$ cat src/rtl/cbr_pkg.sv
package cbr_pkg;

    // Refresh strobe sequencer states, in the order they are walked.
    typedef enum logic [2:0] {
        SEQ_IDLE,
        SEQ_CSR,   // CAS low, RAS high: setup before RAS falls
        SEQ_CHR,   // CAS low, RAS low: CAS hold after RAS falls
        SEQ_HOLD,  // CAS high, RAS low: rest of the RAS pulse
        SEQ_PRE    // both high: RAS precharge
    } seq_state_t;

    // Scheduler phases.
    typedef enum logic [1:0] {
        PH_PAUSE,
        PH_INIT,
        PH_RUN
    } phase_t;

    typedef struct packed {
        logic ras_n;
        logic cas_n;
        logic we_n;
    } strobe_t;

    // Width of a counter that walks 0 .. n-1.
    function automatic int unsigned cnt_width(int unsigned n);
        return (n <= 2) ? 1 : $clog2(n);
    endfunction

    function automatic int unsigned max2(int unsigned a, int unsigned b);
        return (a > b) ? a : b;
    endfunction

    function automatic seq_state_t seq_next(seq_state_t s);
        case (s)
            SEQ_CSR:  return SEQ_CHR;
            SEQ_CHR:  return SEQ_HOLD;
            SEQ_HOLD: return SEQ_PRE;
            default:  return SEQ_IDLE;
        endcase
    endfunction

endpackage

$ cat src/rtl/cbr_interval_timer.sv
module cbr_interval_timer
    import cbr_pkg::*;
#(
    parameter int unsigned REFI_CYC = 780
) (
    input  logic clk,
    input  logic rst,
    input  logic en,
    output logic tick
);
    localparam int unsigned W = cnt_width(REFI_CYC);
    localparam logic [W-1:0] LAST = W'(REFI_CYC - 1);

    logic [W-1:0] cnt_q;

    always_ff @(posedge clk) begin
        if (rst || !en) begin
            cnt_q <= '0;
        end else if (cnt_q == LAST) begin
            cnt_q <= '0;
        end else begin
            cnt_q <= cnt_q + 1'b1;
        end
    end

    assign tick = en && (cnt_q == LAST);

endmodule

$ cat src/rtl/cbr_debt_counter.sv
module cbr_debt_counter
    import cbr_pkg::*;
#(
    parameter int unsigned URGENT_DEBT = 8,
    parameter int unsigned LOSS_DEBT   = 16
) (
    input  logic clk,
    input  logic rst,
    input  logic en,
    input  logic inc,
    input  logic dec,
    output logic owed,
    output logic urgent,
    output logic lost
);
    localparam int unsigned W = $clog2(LOSS_DEBT + 1);
    localparam logic [W-1:0] FULL = W'(LOSS_DEBT);
    localparam logic [W-1:0] URG  = W'(URGENT_DEBT);

    logic [W-1:0] debt_q;

    always_ff @(posedge clk) begin
        if (rst || !en) begin
            debt_q <= '0;
        end else begin
            case ({inc, dec})
                2'b10:   if (debt_q != FULL) debt_q <= debt_q + 1'b1;
                2'b01:   if (debt_q != '0)   debt_q <= debt_q - 1'b1;
                default: debt_q <= debt_q;   // none, or tick and completion together
            endcase
        end
    end

    assign owed   = en && (debt_q != '0);
    assign urgent = en && (debt_q >= URG);
    assign lost   = en && (debt_q == FULL);

endmodule

$ cat src/rtl/cbr_strobe_seq.sv
module cbr_strobe_seq
    import cbr_pkg::*;
#(
    parameter int unsigned T_CSR   = 1,
    parameter int unsigned T_CHR   = 1,
    parameter int unsigned T_RAS   = 5,
    parameter int unsigned T_RP    = 3,
    parameter int unsigned NUM_CAS = 2
) (
    input  logic               clk,
    input  logic               rst,
    input  logic               want,
    input  logic               gnt,
    output logic               req,
    output logic               own,
    output logic               done,
    output logic               ras_n,
    output logic [NUM_CAS-1:0] cas_n,
    output logic               we_n
);
    // T_RAS must exceed T_CHR; every segment lasts at least one cycle.
    localparam int unsigned T_HOLD = T_RAS - T_CHR;
    localparam int unsigned MAXD   = max2(max2(T_CSR, T_CHR), max2(T_HOLD, T_RP));
    localparam int unsigned CW     = cnt_width(MAXD);

    seq_state_t    state_q, state_d;
    logic [CW-1:0] cnt_q, cnt_d;
    logic          seg_end;
    strobe_t       st;

    function automatic logic [CW-1:0] seg_last(seq_state_t s);
        case (s)
            SEQ_CSR:  return CW'(T_CSR - 1);
            SEQ_CHR:  return CW'(T_CHR - 1);
            SEQ_HOLD: return CW'(T_HOLD - 1);
            SEQ_PRE:  return CW'(T_RP - 1);
            default:  return '0;
        endcase
    endfunction

    assign seg_end = (cnt_q == seg_last(state_q));

    always_comb begin
        state_d = state_q;
        cnt_d   = cnt_q;
        if (state_q == SEQ_IDLE) begin
            cnt_d = '0;
            if (want && gnt) state_d = SEQ_CSR;
        end else if (seg_end) begin
            cnt_d   = '0;
            state_d = seq_next(state_q);
        end else begin
            cnt_d = cnt_q + 1'b1;
        end
    end

    always_ff @(posedge clk) begin
        if (rst) begin
            state_q <= SEQ_IDLE;
            cnt_q   <= '0;
        end else begin
            state_q <= state_d;
            cnt_q   <= cnt_d;
        end
    end

    always_comb begin
        st.ras_n = !((state_q == SEQ_CHR) || (state_q == SEQ_HOLD));
        st.cas_n = !((state_q == SEQ_CSR) || (state_q == SEQ_CHR));
        st.we_n  = 1'b1;
    end

    assign req   = want && (state_q == SEQ_IDLE);
    assign own   = (state_q != SEQ_IDLE);
    assign done  = (state_q == SEQ_PRE) && seg_end;
    assign ras_n = st.ras_n;
    assign we_n  = st.we_n;

    for (genvar g = 0; g < NUM_CAS; g++) begin : g_cas
        assign cas_n[g] = st.cas_n;
    end

endmodule

$ cat src/rtl/cbr_init_ctrl.sv
module cbr_init_ctrl
    import cbr_pkg::*;
#(
    parameter int unsigned INIT_PAUSE_CYC = 20000,
    parameter int unsigned INIT_REFS      = 8
) (
    input  logic clk,
    input  logic rst,
    input  logic seq_done,
    input  logic lost,
    output logic run,
    output logic init_want
);
    localparam int unsigned PW = cnt_width(INIT_PAUSE_CYC);
    localparam int unsigned RW = cnt_width(INIT_REFS);
    localparam logic [PW-1:0] P_LAST = PW'(INIT_PAUSE_CYC - 1);
    localparam logic [RW-1:0] R_LAST = RW'(INIT_REFS - 1);

    phase_t        phase_q;
    logic [PW-1:0] pause_q;
    logic [RW-1:0] refs_q;

    always_ff @(posedge clk) begin
        if (rst) begin
            phase_q <= PH_PAUSE;
            pause_q <= '0;
            refs_q  <= '0;
        end else begin
            case (phase_q)
                PH_PAUSE: begin
                    if (pause_q == P_LAST) begin
                        phase_q <= PH_INIT;
                        refs_q  <= '0;
                    end else begin
                        pause_q <= pause_q + 1'b1;
                    end
                end
                PH_INIT: begin
                    if (seq_done) begin
                        if (refs_q == R_LAST) phase_q <= PH_RUN;
                        else                  refs_q  <= refs_q + 1'b1;
                    end
                end
                default: begin
                    if (lost) begin
                        phase_q <= PH_PAUSE;
                        pause_q <= '0;
                    end
                end
            endcase
        end
    end

    assign run       = (phase_q == PH_RUN);
    assign init_want = (phase_q == PH_INIT);

endmodule

$ cat src/rtl/cbr_refresh_sched.sv
module cbr_refresh_sched
    import cbr_pkg::*;
#(
    parameter int unsigned INIT_PAUSE_CYC = 20000,
    parameter int unsigned INIT_REFS      = 8,
    parameter int unsigned REFI_CYC       = 780,
    parameter int unsigned URGENT_DEBT    = 8,
    parameter int unsigned LOSS_DEBT      = 16,
    parameter int unsigned T_CSR          = 1,
    parameter int unsigned T_CHR          = 1,
    parameter int unsigned T_RAS          = 5,
    parameter int unsigned T_RP           = 3,
    parameter int unsigned NUM_CAS        = 2
) (
    input  logic               clk,
    input  logic               rst,
    input  logic               ref_gnt,
    output logic               ref_req,
    output logic               ref_urgent,
    output logic               ref_own,
    output logic               host_hold,
    output logic               init_done,
    output logic               dram_ras_n,
    output logic [NUM_CAS-1:0] dram_cas_n,
    output logic               dram_we_n
);
    logic run, init_want, tick, owed, urgent, lost, seq_done;

    cbr_init_ctrl #(
        .INIT_PAUSE_CYC(INIT_PAUSE_CYC),
        .INIT_REFS     (INIT_REFS)
    ) init_i (
        .clk      (clk),
        .rst      (rst),
        .seq_done (seq_done),
        .lost     (lost),
        .run      (run),
        .init_want(init_want)
    );

    cbr_interval_timer #(
        .REFI_CYC(REFI_CYC)
    ) timer_i (
        .clk (clk),
        .rst (rst),
        .en  (run),
        .tick(tick)
    );

    cbr_debt_counter #(
        .URGENT_DEBT(URGENT_DEBT),
        .LOSS_DEBT  (LOSS_DEBT)
    ) debt_i (
        .clk   (clk),
        .rst   (rst),
        .en    (run),
        .inc   (tick),
        .dec   (seq_done),
        .owed  (owed),
        .urgent(urgent),
        .lost  (lost)
    );

    cbr_strobe_seq #(
        .T_CSR  (T_CSR),
        .T_CHR  (T_CHR),
        .T_RAS  (T_RAS),
        .T_RP   (T_RP),
        .NUM_CAS(NUM_CAS)
    ) seq_i (
        .clk  (clk),
        .rst  (rst),
        .want (init_want || owed),
        .gnt  (ref_gnt),
        .req  (ref_req),
        .own  (ref_own),
        .done (seq_done),
        .ras_n(dram_ras_n),
        .cas_n(dram_cas_n),
        .we_n (dram_we_n)
    );

    assign ref_urgent = urgent;
    assign init_done  = run;
    assign host_hold  = !run || urgent;

endmodule

$ cat config.mk
export PLATFORM = sky130hd
export DESIGN_NAME = cbr_refresh_sched
export DESIGN_NICKNAME = d
export VERILOG_FILES = /design/src/rtl/cbr_pkg.sv /design/src/rtl/cbr_interval_timer.sv /design/src/rtl/cbr_debt_counter.sv /design/src/rtl/cbr_strobe_seq.sv /design/src/rtl/cbr_init_ctrl.sv /design/src/rtl/cbr_refresh_sched.sv
export SDC_FILE = /design/constraint.sdc
export NUM_CORES = 1
export LEC_CHECK = 0
export ABC_AREA = 1
export BUFFER_PORTS_ARGS = -buffer_cell sky130_fd_sc_hd__buf_2
export CAP_MARGIN = 20
export CORE_AREA = 5 5 80 82
export DETAILED_ROUTE_END_ITERATION = 7
export DIE_AREA = 0 0 85 87
export SLEW_MARGIN = 10
export SYNTH_ARGS = -nofsm -noshare
export SYNTH_HDL_FRONTEND = slang
export SYNTH_SLANG_ARGS = --single-unit
export TNS_END_PERCENT = 50
$ cat constraint.sdc
create_clock -name clk -period 2.98 [get_ports clk]
set_clock_uncertainty 0.2 [all_clocks]
set_input_delay 0.596 -clock clk [delete_from_list [all_inputs] [get_ports clk]]
set_output_delay 0.596 -clock clk [all_outputs]
set_load 0.01 [all_outputs]
==> metrics.txt, run 1 <==
Worst Slack Setup Final around 0.38 ns; Area growth syn-to-layout 8.98%; final hold violation count 0; count leader, synth nand2_1; CP bufs+invs 2; die width between 80 and 90 um; Routed WL ~4700 um; Max VDD drop approximately 0.00025 V; H-tree lvl count 2; Max clock buf depth 2; hold_sp timer_i.cnt_q[0]$_SDFF_PP0_; synth top area cells dfxtp_1 34%, nand2_1 14%, nor2_1 9.7%; Post-CTS Resized 0; crit path time final between 2 and 3 ns; Root Buffer clkbuf_8; GRT Resource Usage Total between 10% and 20%; worst reg2reg startpoint timer_i.cnt_q[8]$_SDFF_PP0_; R2R Path End debt_i.debt_q[4]$_SDFFE_PP0P_; leading area contributor after synthesis dfxtp_1; largest net degree at the start of global routing 17; Critical Path RT about 3 ns; register area share after synthesis between 30% and 40%; share of layout cells above drive strength 1 under 10%; Achievable Freq between 0.3 and 0.4 GHz; die area between 0.007 and 0.008 mm^2; RSZ-0062 raised after global routing no; max-cap viol count 0; DR vias/cell about 4.7; # diodes 0; leakage power around 1 nW; effective utilization at floorplan between 40% and 50%; CP Max Fanout 6; critical path's largest stage delay 0.49 ns; GR Overflow Total 0; Synth cell types 25; Post-Syn Area per Cell 6.45 um^2; clk_lat worst skew roughly 0.30 ns; R2R setup slack between 0.3 and 0.4 ns; PD cells ~540 mW/mm^2; CTS tree built; placed wire-length estimate ~3600 um; Slowest cell on crit path fa_1; fin area around 0.0026 mm^2; hold path depth 1; Startpoint Class flip-flop; Yosys top cell area share approximately 34%; I/O pin total 12; most used flip-flop cell after synthesis dfxtp_1; Hold Crit Class reg2reg; worst-case reg-to-reg path depth 12; syn nets about 380; Die H 87 um; dpl ws around 0.38 ns; Port Buffer Count 10; routed via count about 2.2k; DRT iter0 DRCs about 110; Post-CTS Hold Buffers 0; status completed; Syn Std Cell Area roughly 0.0024 mm^2; clock-pin slew on the worst setup and hold paths about 0.07 ns; Slew @ Worst Pin roughly 0.6 ns; final period utilization around 87%; antenna violations before repair 0; residual DRC count 0; RePlAce Congestion 0.929; #FFs+latches synth 40; Arrival @ worst endpoint roughly 2.6 ns; Hold Path End timer_i.cnt_q[0]$_SDFF_PP0_; Post-CTS Setup Inserts 0; pins over their slew limit 0; CP delay by family, top simple AND/OR/NAND/NOR gates; setup_tns 0 ns; worst-path cell chain inv_1 -> nor4_1 -> nand4_1 -> nor2_1 -> inv_1 -> ha_1 -> fa_1 -> nand3_1 -> nand2_1 -> xnor2_1 -> nand2_1 -> a21oi_1; Final setup violation count 0; fin nets around 400; WL/cell 10.4 um; CTS Buf Count 5; Gate Count Post-Synth approximately 370; First-pass DRT Iterations 4; row cnt 28; post-route ant nets 0; list of most frequent post-synthesis cells 88 x nand2_1, 61 x nor2_1, 42 x inv_1, 40 x dfxtp_1, 38 x a21oi_1; EDFF count, synth 0; Rel. slew slack roughly three fifths; placed cell areas 0.00248 mm^2; clock sinks 40; CP Capture Type flip-flop; Ys Warns 0; number of global-route vias before repair between 1.5k and 2k; first-pass GRT wire length ~8600 um; Setup Crit Path Kind reg2reg; core area around 0.0057 mm^2; Async S/R FF share, synth 0%
final cells by class:
class	count	area, um^2
Clock buffer	8	90.1
Fill cell	608	3110
Inverter	42	158
Multi-Input combinational cell	276	1350
Sequential cell	40	801
Tap cell	75	93.8
Timing Repair Buffer	13	72.6
sequential cells by signal (all words and copies together), names as in the netlist:
name and flops:
seq_i.cnt_q 2, init_i.phase_q 2, seq_i.state_q 3, init_i.pause_q 15, timer_i.cnt_q 10, debt_i.debt_q 5, init_i.refs_q 3
power breakdown:
group	internal, W	leakage, nW	total, W	switching [W]
clock network	0.000189	0.0455	0.000374	0.000185
logic	0.000142	0.632	0.000399	0.000257
registers	0.000573	0.323	0.000614	0.0000410
total	0.000904	1.00	0.00139	0.000483
worst max path at each step:
stage | depth (start not counted) | to | start | slack (ns)
2_1_floorplan | 12 | debt_i.debt_q[4]$_SDFFE_PP0P_ | timer_i.cnt_q[8]$_SDFF_PP0_ | 0.57
3_3_place_gp | 12 | debt_i.debt_q[4]$_SDFFE_PP0P_ | timer_i.cnt_q[8]$_SDFF_PP0_ | 0.45
3_5_place_dp | 12 | debt_i.debt_q[4]$_SDFFE_PP0P_ | timer_i.cnt_q[8]$_SDFF_PP0_ | 0.38
4_1_cts | 12 | debt_i.debt_q[4]$_SDFFE_PP0P_ | timer_i.cnt_q[8]$_SDFF_PP0_ | 0.34
5_1_grt | 12 | debt_i.debt_q[4]$_SDFFE_PP0P_ | timer_i.cnt_q[8]$_SDFF_PP0_ | 0.08
6_report | 12 | debt_i.debt_q[4]$_SDFFE_PP0P_ | timer_i.cnt_q[8]$_SDFF_PP0_ | 0.38
cell families (layout without fill, tap and decap cells):
kind of cell,count (synthesis),count (layout),synth area share (%)
fa+ha+maj,10,10,5.63
simple gates,212,212,38.8
xor+xnor,8,8,2.98
other cells,1,1,0.159
compound gates,45,45,9.83
buf+inv,49,63,8.61
flops,40,40,34.0
placed cells by master (no fill, tap or decap), types with 3 or more instances in the layout:
master and count:
or2_2 3, nand2_1 88, xor2_1 4, buf_4 3, a21oi_1 38, o21ai_0 5
nand4_1 9, nor4_1 3, clkbuf_8 6, ha_1 9, nand3_1 33, xnor2_1 4
nor2_1 61, nor3_1 5, buf_2 10, nand3b_1 6, inv_1 42, dfxtp_1 40
through the flow:
| stage | std cells | total power [W] | util (%) | hold slack, ns |
|---|---|---|---|---|
| 4_1_cts | 454 | 0.00141 | 45.2 | 0.255 |
| 2_1_floorplan | 365 | 0.000942 | - | 0.217 |
| 6_report | 454 | 0.00139 | 45.2 | 0.251 |
| 3_3_place_gp | 446 | 0.00103 | 43.6 | 0.232 |
| 5_1_grt | 454 | 0.00150 | 45.2 | 0.274 |
| 3_5_place_dp | 446 | 0.00103 | 43.6 | 0.244 |
per-layer routing:
layer / routed length (um) / vias up / global-route usage, %
met5: 0 / - / 0
met4: 68 / 0 / 4.75
met3: 94 / 7 / 3.41
met2: 2150 / 6 / 23.3
met1: 2390 / 937 / 17.7
li1: - / 1205 / -
No activity file was read; power rests on OpenSTA's default activity.
==> inputs of run 2 (changes only) <==
--- a/config.mk
+++ b/config.mk
@@ -8,9 +8,10 @@
 export ABC_AREA = 1
 export BUFFER_PORTS_ARGS = -buffer_cell sky130_fd_sc_hd__buf_2
 export CAP_MARGIN = 20
-export CORE_AREA = 5 5 80 82
+export CORE_AREA = 5 5 75 77
 export DETAILED_ROUTE_END_ITERATION = 7
-export DIE_AREA = 0 0 85 87
+export DIE_AREA = 0 0 80 82
+export PLACE_DENSITY = 0.66
 export SLEW_MARGIN = 10
 export SYNTH_ARGS = -nofsm -noshare
 export SYNTH_HDL_FRONTEND = slang
==> run 2 against run 1 <==
  * Power decreased by 2.9%
  * Sequential share of layout area increased by 0.32 points
  * Utilization increased by 6.2 points
  * Worst hold slack got worse by 0.0028 ns
  * First-iteration DRC count increased by 23%
  * Via count increased by 2.1%
  * Sequential power about the same
  * Die area decreased by 11%
  * Global-route usage increased by 1.6 points
  * Final cell count decreased by 1.5%
==> metrics.txt, run 2 (synthesized netlist as in run 1, its figures left out) <==
status completed (unchanged); Critical Path RT 2.99 ns (was 3.01 ns); Placed Cells 440 (was 446); CTS tree built (unchanged); CP Max Fanout 6 (unchanged); core area 0.00494 mm^2 (was 0.00568 mm^2); I/O pin total 12 (unchanged); fin nets 390 (was 391); max-cap viol count 0 (unchanged); Final setup violation count 0 (unchanged); # diodes 0 (unchanged); Startpoint Class flip-flop (unchanged); Biggest register init_i.pause_q (unchanged); Max VDD drop 0.000286 V (was 0.000254 V); routed via count 2,201 (was 2,155); CTS Buf Count 5 (unchanged); clock sinks 40 (unchanged); Post-CTS Resized 0 (unchanged); Worst Setup SP timer_i.cnt_q[8]$_SDFF_PP0_ (unchanged); worst reg2reg startpoint timer_i.cnt_q[8]$_SDFF_PP0_ (unchanged); crit path time final 2.58 ns (was 2.60 ns); Largest register FFs 15 (unchanged); first-pass GRT wire length 8290 um (was 8560 um); clock-pin slew on the worst setup and hold paths 0.07 ns (about the same); R2R Path End debt_i.debt_q[4]$_SDFFE_PP0P_ (unchanged); GRT Resource Usage Total 15.6% (was 14.0%); worst-case reg-to-reg path depth 12 (unchanged); CP Capture Type flip-flop (unchanged); RSZ-0062 raised after global routing no (unchanged); antenna violations before repair 0 (unchanged); GR Overflow Total 0 (unchanged); non-filler cells, final 447 (was 454); WL/cell 10.2 um (was 10.4 um); post-route ant nets 0 (unchanged); dpl ws 0.411 ns (was 0.385 ns); row cnt 26 (was 28); biggest regs init_i.pause_q (15), timer_i.cnt_q (10), debt_i.debt_q (5) (unchanged); hold_sp timer_i.cnt_q[0]$_SDFF_PP0_ (unchanged); final period utilization 86.6% (was 87.3%); clk_lat worst skew 0.29 ns (was 0.30 ns); RePlAce Congestion 0.865 (was 0.929); Rel. slew slack 57.9% (was 59.6%); setup_tns 0 ns (unchanged); share of layout cells above drive strength 1 6.63% (was 6.86%); leakage power 0.991 nW (was 1.00 nW); DRT iter0 DRCs 138 (was 112); placed wire-length estimate 3430 um (was 3610 um); most frequent cells in the layout 88 x nand2_1, 61 x nor2_1, 42 x inv_1 (unchanged); Root Buffer clkbuf_8 (unchanged); Area growth syn-to-layout 7.86% (was 8.98%); Arrival @ worst endpoint 2.60 ns (was 2.63 ns); commonest non-fill, non-tap cell in the layout nand2_1 (unchanged); Setup Crit Path Kind reg2reg (unchanged); pins over their slew limit 0 (unchanged); Routed WL 4570 um (was 4700 um); DR vias/cell 4.92 (was 4.75); number of global-route vias before repair 1,947 (was 1,961); First-pass DRT Iterations 4 (unchanged); CP endpoint debt_i.debt_q[4]$_SDFFE_PP0P_ (unchanged); residual DRC count 0 (unchanged); Worst Slack Setup Final 0.398 ns (was 0.380 ns); die width 80 um (was 85 um); Slew @ Worst Pin 0.624 ns (was 0.599 ns); Post-CTS Hold Buffers 0 (unchanged); total power 0.00135 W (was 0.00139 W); Die H 82 um (was 87 um); Hold Crit Class reg2reg (unchanged); R2R setup slack 0.40 ns (was 0.38 ns); H-tree lvl count 2 (unchanged); PD cells 530 mW/mm^2 (was 541 mW/mm^2); final hold violation count 0 (unchanged); Port Buffer Count 10 (unchanged); die area 0.00656 mm^2 (was 0.00740 mm^2); Post-CTS Setup Inserts 0 (unchanged); Max clock buf depth 2 (unchanged); effective utilization at floorplan 47.6% (was 41.5%); largest net degree at the start of global routing 17 (unchanged); Achievable Freq 0.387 GHz (was 0.385 GHz)
-- run 2: cell types whose count changed in the layout (fill, tap and decap cells not counted), sizes merged --
cell    before  now
clkbuf       8    6
clkinv       0    1
buf         13   12
-- run 2: power by group --
part,internal [W],switching [W],total (W)
clock network,0.000159,0.000177,0.000336
logic,0.000142,0.000254,0.000396
registers,0.000573,0.0000415,0.000615
-- run 2: layout make-up --
class	instances	area, um^2
Multi-Input combinational cell	276	1350
Timing Repair Buffer	12	65.1
Tap cell	70	87.6
Clock buffer	6	72.6
Clock inverter	1	5.00
Sequential cell	40	801
Fill cell	527	2400
Inverter	42	158
-- run 2: critical path, cell delays in order, from the launching register on --
cell     delay [ns]
dfxtp_1        0.37
inv_1          0.06
nor4_1         0.23
nand4_1        0.19
nor2_1         0.17
inv_1          0.06
ha_1           0.27
fa_1           0.48
nand3_1        0.10
nand2_1        0.07
xnor2_1        0.13
nand2_1        0.06
a21oi_1        0.14
-- run 2: metal layers --
| layer | share of wire, % | GRT usage, % | up-vias |
|---|---|---|---|
| li1 | - | - | 1204 |
| met1 | 53 | 20.0 | 975 |
| met2 | 45 | 26.1 | 20 |
| met3 | 2.2 | 3.95 | 2 |
| met4 | 0.13 | 4.05 | 0 |
| met5 | 0 | 0 | - |
-- run 2: through the flow --
step           hold WS [ns]  cell area [um^2]  utilization, %
2_1_floorplan         0.217              2350               -
3_3_place_gp          0.232              2460            49.8
3_5_place_dp          0.240              2460            49.8
4_1_cts               0.255              2540            51.4
5_1_grt               0.283              2540            51.4
6_report              0.248              2540            51.4
-- run 2: worst min path at each step --
stage,to,slack (ns),cells past startpoint
3_3_place_gp,timer_i.cnt_q[0]$_SDFF_PP0_,0.23,1
5_1_grt,timer_i.cnt_q[0]$_SDFF_PP0_,0.28,1
3_5_place_dp,timer_i.cnt_q[0]$_SDFF_PP0_,0.24,1
6_report,timer_i.cnt_q[0]$_SDFF_PP0_,0.25,1
2_1_floorplan,timer_i.cnt_q[0]$_SDFF_PP0_,0.22,1
4_1_cts,timer_i.cnt_q[0]$_SDFF_PP0_,0.26,1
==> inputs of run 3 (changes only) <==
--- a/config.mk
+++ b/config.mk
@@ -8,10 +8,10 @@
 export ABC_AREA = 1
 export BUFFER_PORTS_ARGS = -buffer_cell sky130_fd_sc_hd__buf_2
 export CAP_MARGIN = 20
-export CORE_AREA = 5 5 75 77
+export CORE_AREA = 5 5 83 85
 export DETAILED_ROUTE_END_ITERATION = 7
-export DIE_AREA = 0 0 80 82
-export PLACE_DENSITY = 0.66
+export DIE_AREA = 0 0 88 90
+export SKIP_CTS_REPAIR_TIMING = 1
 export SLEW_MARGIN = 10
 export SYNTH_ARGS = -nofsm -noshare
 export SYNTH_HDL_FRONTEND = slang
==> run 3 against run 2 <==
  * Register-to-register slack got worse by 0.07 ns
  * Sequential cell count is the same
  * First-iteration DRC count fell by 22%
  * Non-clock buffer count did not move
  * Clock power up 34%
  * Maximum frequency fell by 2.5%
  * Combinational power rose by 1%
  * Utilization fell by 9.3 points
  * Sequential share of layout area is 0.52 points lower
  * Via count shrank 0.41%
  * Largest power group unchanged
==> metrics.txt, run 3 (synthesized netlist as in run 1, its figures left out) <==
row cnt 29 (was 26); Root Buffer clkbuf_8 (unchanged); Routed WL 4780 um (was 4570 um); worst-path cell chain inv_1 -> nor4_1 -> nand4_1 -> nor2_1 -> inv_1 -> ha_1 -> fa_1 -> nand3_1 -> nand2_1 -> xnor2_1 -> nand2_1 -> a21oi_1 (unchanged); Critical Path RT 3.01 ns (was 2.99 ns); CP delay by family, top simple AND/OR/NAND/NOR gates (unchanged); most frequent cells in the layout 88 x nand2_1, 61 x nor2_1, 42 x inv_1 (unchanged); post-route ant nets 0 (unchanged); RePlAce Congestion 0.864 (was 0.865); fin nets 390 (unchanged); crit path time final 2.65 ns (was 2.58 ns); Port Buffer Count 10 (unchanged); GRT Resource Usage Total 12.9% (was 15.6%); largest net degree at the start of global routing 17 (unchanged); RSZ-0062 raised after global routing no (unchanged); switching share of power 34.2% (was 35.1%); clock-pin slew on the worst setup and hold paths 0.08 ns (was 0.07 ns); Area growth syn-to-layout 9.67% (was 7.86%); routed via count 2,192 (was 2,201); clock sinks 40 (unchanged); CTS Buf Count 5 (unchanged); Hold Crit Class reg2reg (unchanged); total power 0.00146 W (was 0.00135 W); switching component of the power 0.000501 W (was 0.000472 W); Worst Setup SP timer_i.cnt_q[8]$_SDFF_PP0_ (unchanged); residual DRC count 0 (unchanged); core area 0.00613 mm^2 (was 0.00494 mm^2); First-pass DRT Iterations 4 (unchanged); hold path depth 1 (unchanged); Final setup violation count 0 (unchanged); commonest non-fill, non-tap cell in the layout nand2_1 (unchanged); worst-case reg-to-reg path depth 12 (unchanged); H-tree lvl count 2 (unchanged); placed wire-length estimate 3610 um (was 3430 um); share of layout cells above drive strength 1 7.14% (was 6.63%); Slowest cell on crit path fa_1 (unchanged); Setup Crit Path Kind reg2reg (unchanged); Biggest register init_i.pause_q (unchanged); PD cells 567 mW/mm^2 (was 530 mW/mm^2); GR Overflow Total 0 (unchanged); R2R setup slack 0.33 ns (was 0.40 ns); combinational share of power 27.3% (was 29.4%); pins over their slew limit 0 (unchanged); die width 88 um (was 80 um); R2R Path End debt_i.debt_q[4]$_SDFFE_PP0P_ (unchanged); P_int 0.000963 W (was 0.000875 W); status completed (unchanged); leakage power 1.00 nW (was 0.991 nW); critical path's largest stage delay 0.49 ns (was 0.48 ns); CP Depth 12 (unchanged); Slew @ Worst Pin 0.660 ns (was 0.624 ns); DRT iter0 DRCs 107 (was 138); Die H 90 um (was 82 um); sequential fraction of design power 41.9% (was 45.6%); antenna violations before repair 0 (unchanged); Max VDD drop 0.000269 V (was 0.000286 V); Achievable Freq 0.378 GHz (was 0.387 GHz); max-cap viol count 0 (unchanged); clk_lat worst skew 0.30 ns (was 0.29 ns); I/O pin total 12 (unchanged); Max clock buf depth 2 (unchanged); DR vias/cell 4.82 (was 4.92); first-pass GRT wire length 8620 um (was 8290 um); CTS tree built (unchanged); CP Capture Type flip-flop (unchanged); number of global-route vias before repair 1,975 (was 1,947); effective utilization at floorplan 38.4% (was 47.6%); worst reg2reg startpoint timer_i.cnt_q[8]$_SDFF_PP0_ (unchanged); Startpoint Class flip-flop (unchanged); die area 0.00792 mm^2 (was 0.00656 mm^2); Largest register FFs 15 (unchanged); WL/cell 10.5 um (was 10.2 um); final period utilization 88.9% (was 86.6%); CP Max Fanout 6 (unchanged); CP bufs+invs 2 (unchanged); CP endpoint debt_i.debt_q[4]$_SDFFE_PP0P_ (unchanged); # diodes 0 (unchanged); biggest regs init_i.pause_q (15), timer_i.cnt_q (10), debt_i.debt_q (5) (unchanged); setup_tns 0 ns (unchanged); Rel. slew slack 55.6% (was 57.9%); clock power share 30.8% (was 25.0%); final hold violation count 0 (unchanged); Arrival @ worst endpoint 2.68 ns (was 2.60 ns)
[run 3: cell types whose count changed in the layout (fill, tap and decap cells not counted)]
| cell | change |
|---|---|
| bufinv_16 | +1 |
| clkinvlp_4 | +1 |
| clkbuf_1 | -1 |
[run 3: area by class of cell]
type	instances	area [um^2]
Sequential cell	40	801
Inverter	42	158
Clock buffer	5	68.8
Timing Repair Buffer	12	65.1
Fill cell	646	3550
Clock inverter	3	42.5
Multi-Input combinational cell	276	1350
Tap cell	77	96.3
[run 3: worst min path at each step]
stage                                  endpoint                   startpoint  slack [ns]
floorplan           timer_i.cnt_q[0]$_SDFF_PP0_  timer_i.cnt_q[0]$_SDFF_PP0_        0.22
global placement    timer_i.cnt_q[0]$_SDFF_PP0_  timer_i.cnt_q[0]$_SDFF_PP0_        0.23
detailed placement  timer_i.cnt_q[0]$_SDFF_PP0_  timer_i.cnt_q[0]$_SDFF_PP0_        0.25
CTS                 timer_i.cnt_q[0]$_SDFF_PP0_  timer_i.cnt_q[0]$_SDFF_PP0_        0.26
global route        timer_i.cnt_q[0]$_SDFF_PP0_  timer_i.cnt_q[0]$_SDFF_PP0_        0.31
finish              timer_i.cnt_q[0]$_SDFF_PP0_  timer_i.cnt_q[0]$_SDFF_PP0_        0.26
[run 3: power groups by stage]
stage	clock (W)	sequential (W)	combinational, W
after detailed placement	0	0.000625	0.000402
final	0.000450	0.000614	0.000400
after global routing	0.000492	0.000620	0.000460
after global placement	0	0.000626	0.000398
after CTS	0.000470	0.000614	0.000403
after floorplan	0	0.000616	0.000326
[run 3: metrics by stage]
stage	hold slack (ns)	util, %	cell area (um^2)	instances	worst slack, ns
floorplan	0.217	-	2350	365	0.573
global placement	0.231	40.3	2470	447	0.436
detailed placement	0.252	40.3	2470	447	0.357
CTS	0.264	42.1	2580	455	0.324
global route	0.308	42.1	2580	455	0.0394
finish	0.259	42.1	2580	455	0.331
[run 3: routing by layer]
layer / global-route usage [%] / part of all wire (%) / up-vias
met5: 0 / 0 / -
met4: 3.45 / 1.2 / 0
met3: 2.74 / 2.6 / 6
met2: 20.4 / 45 / 23
met1: 17.7 / 51 / 962
li1: - / - / 1201
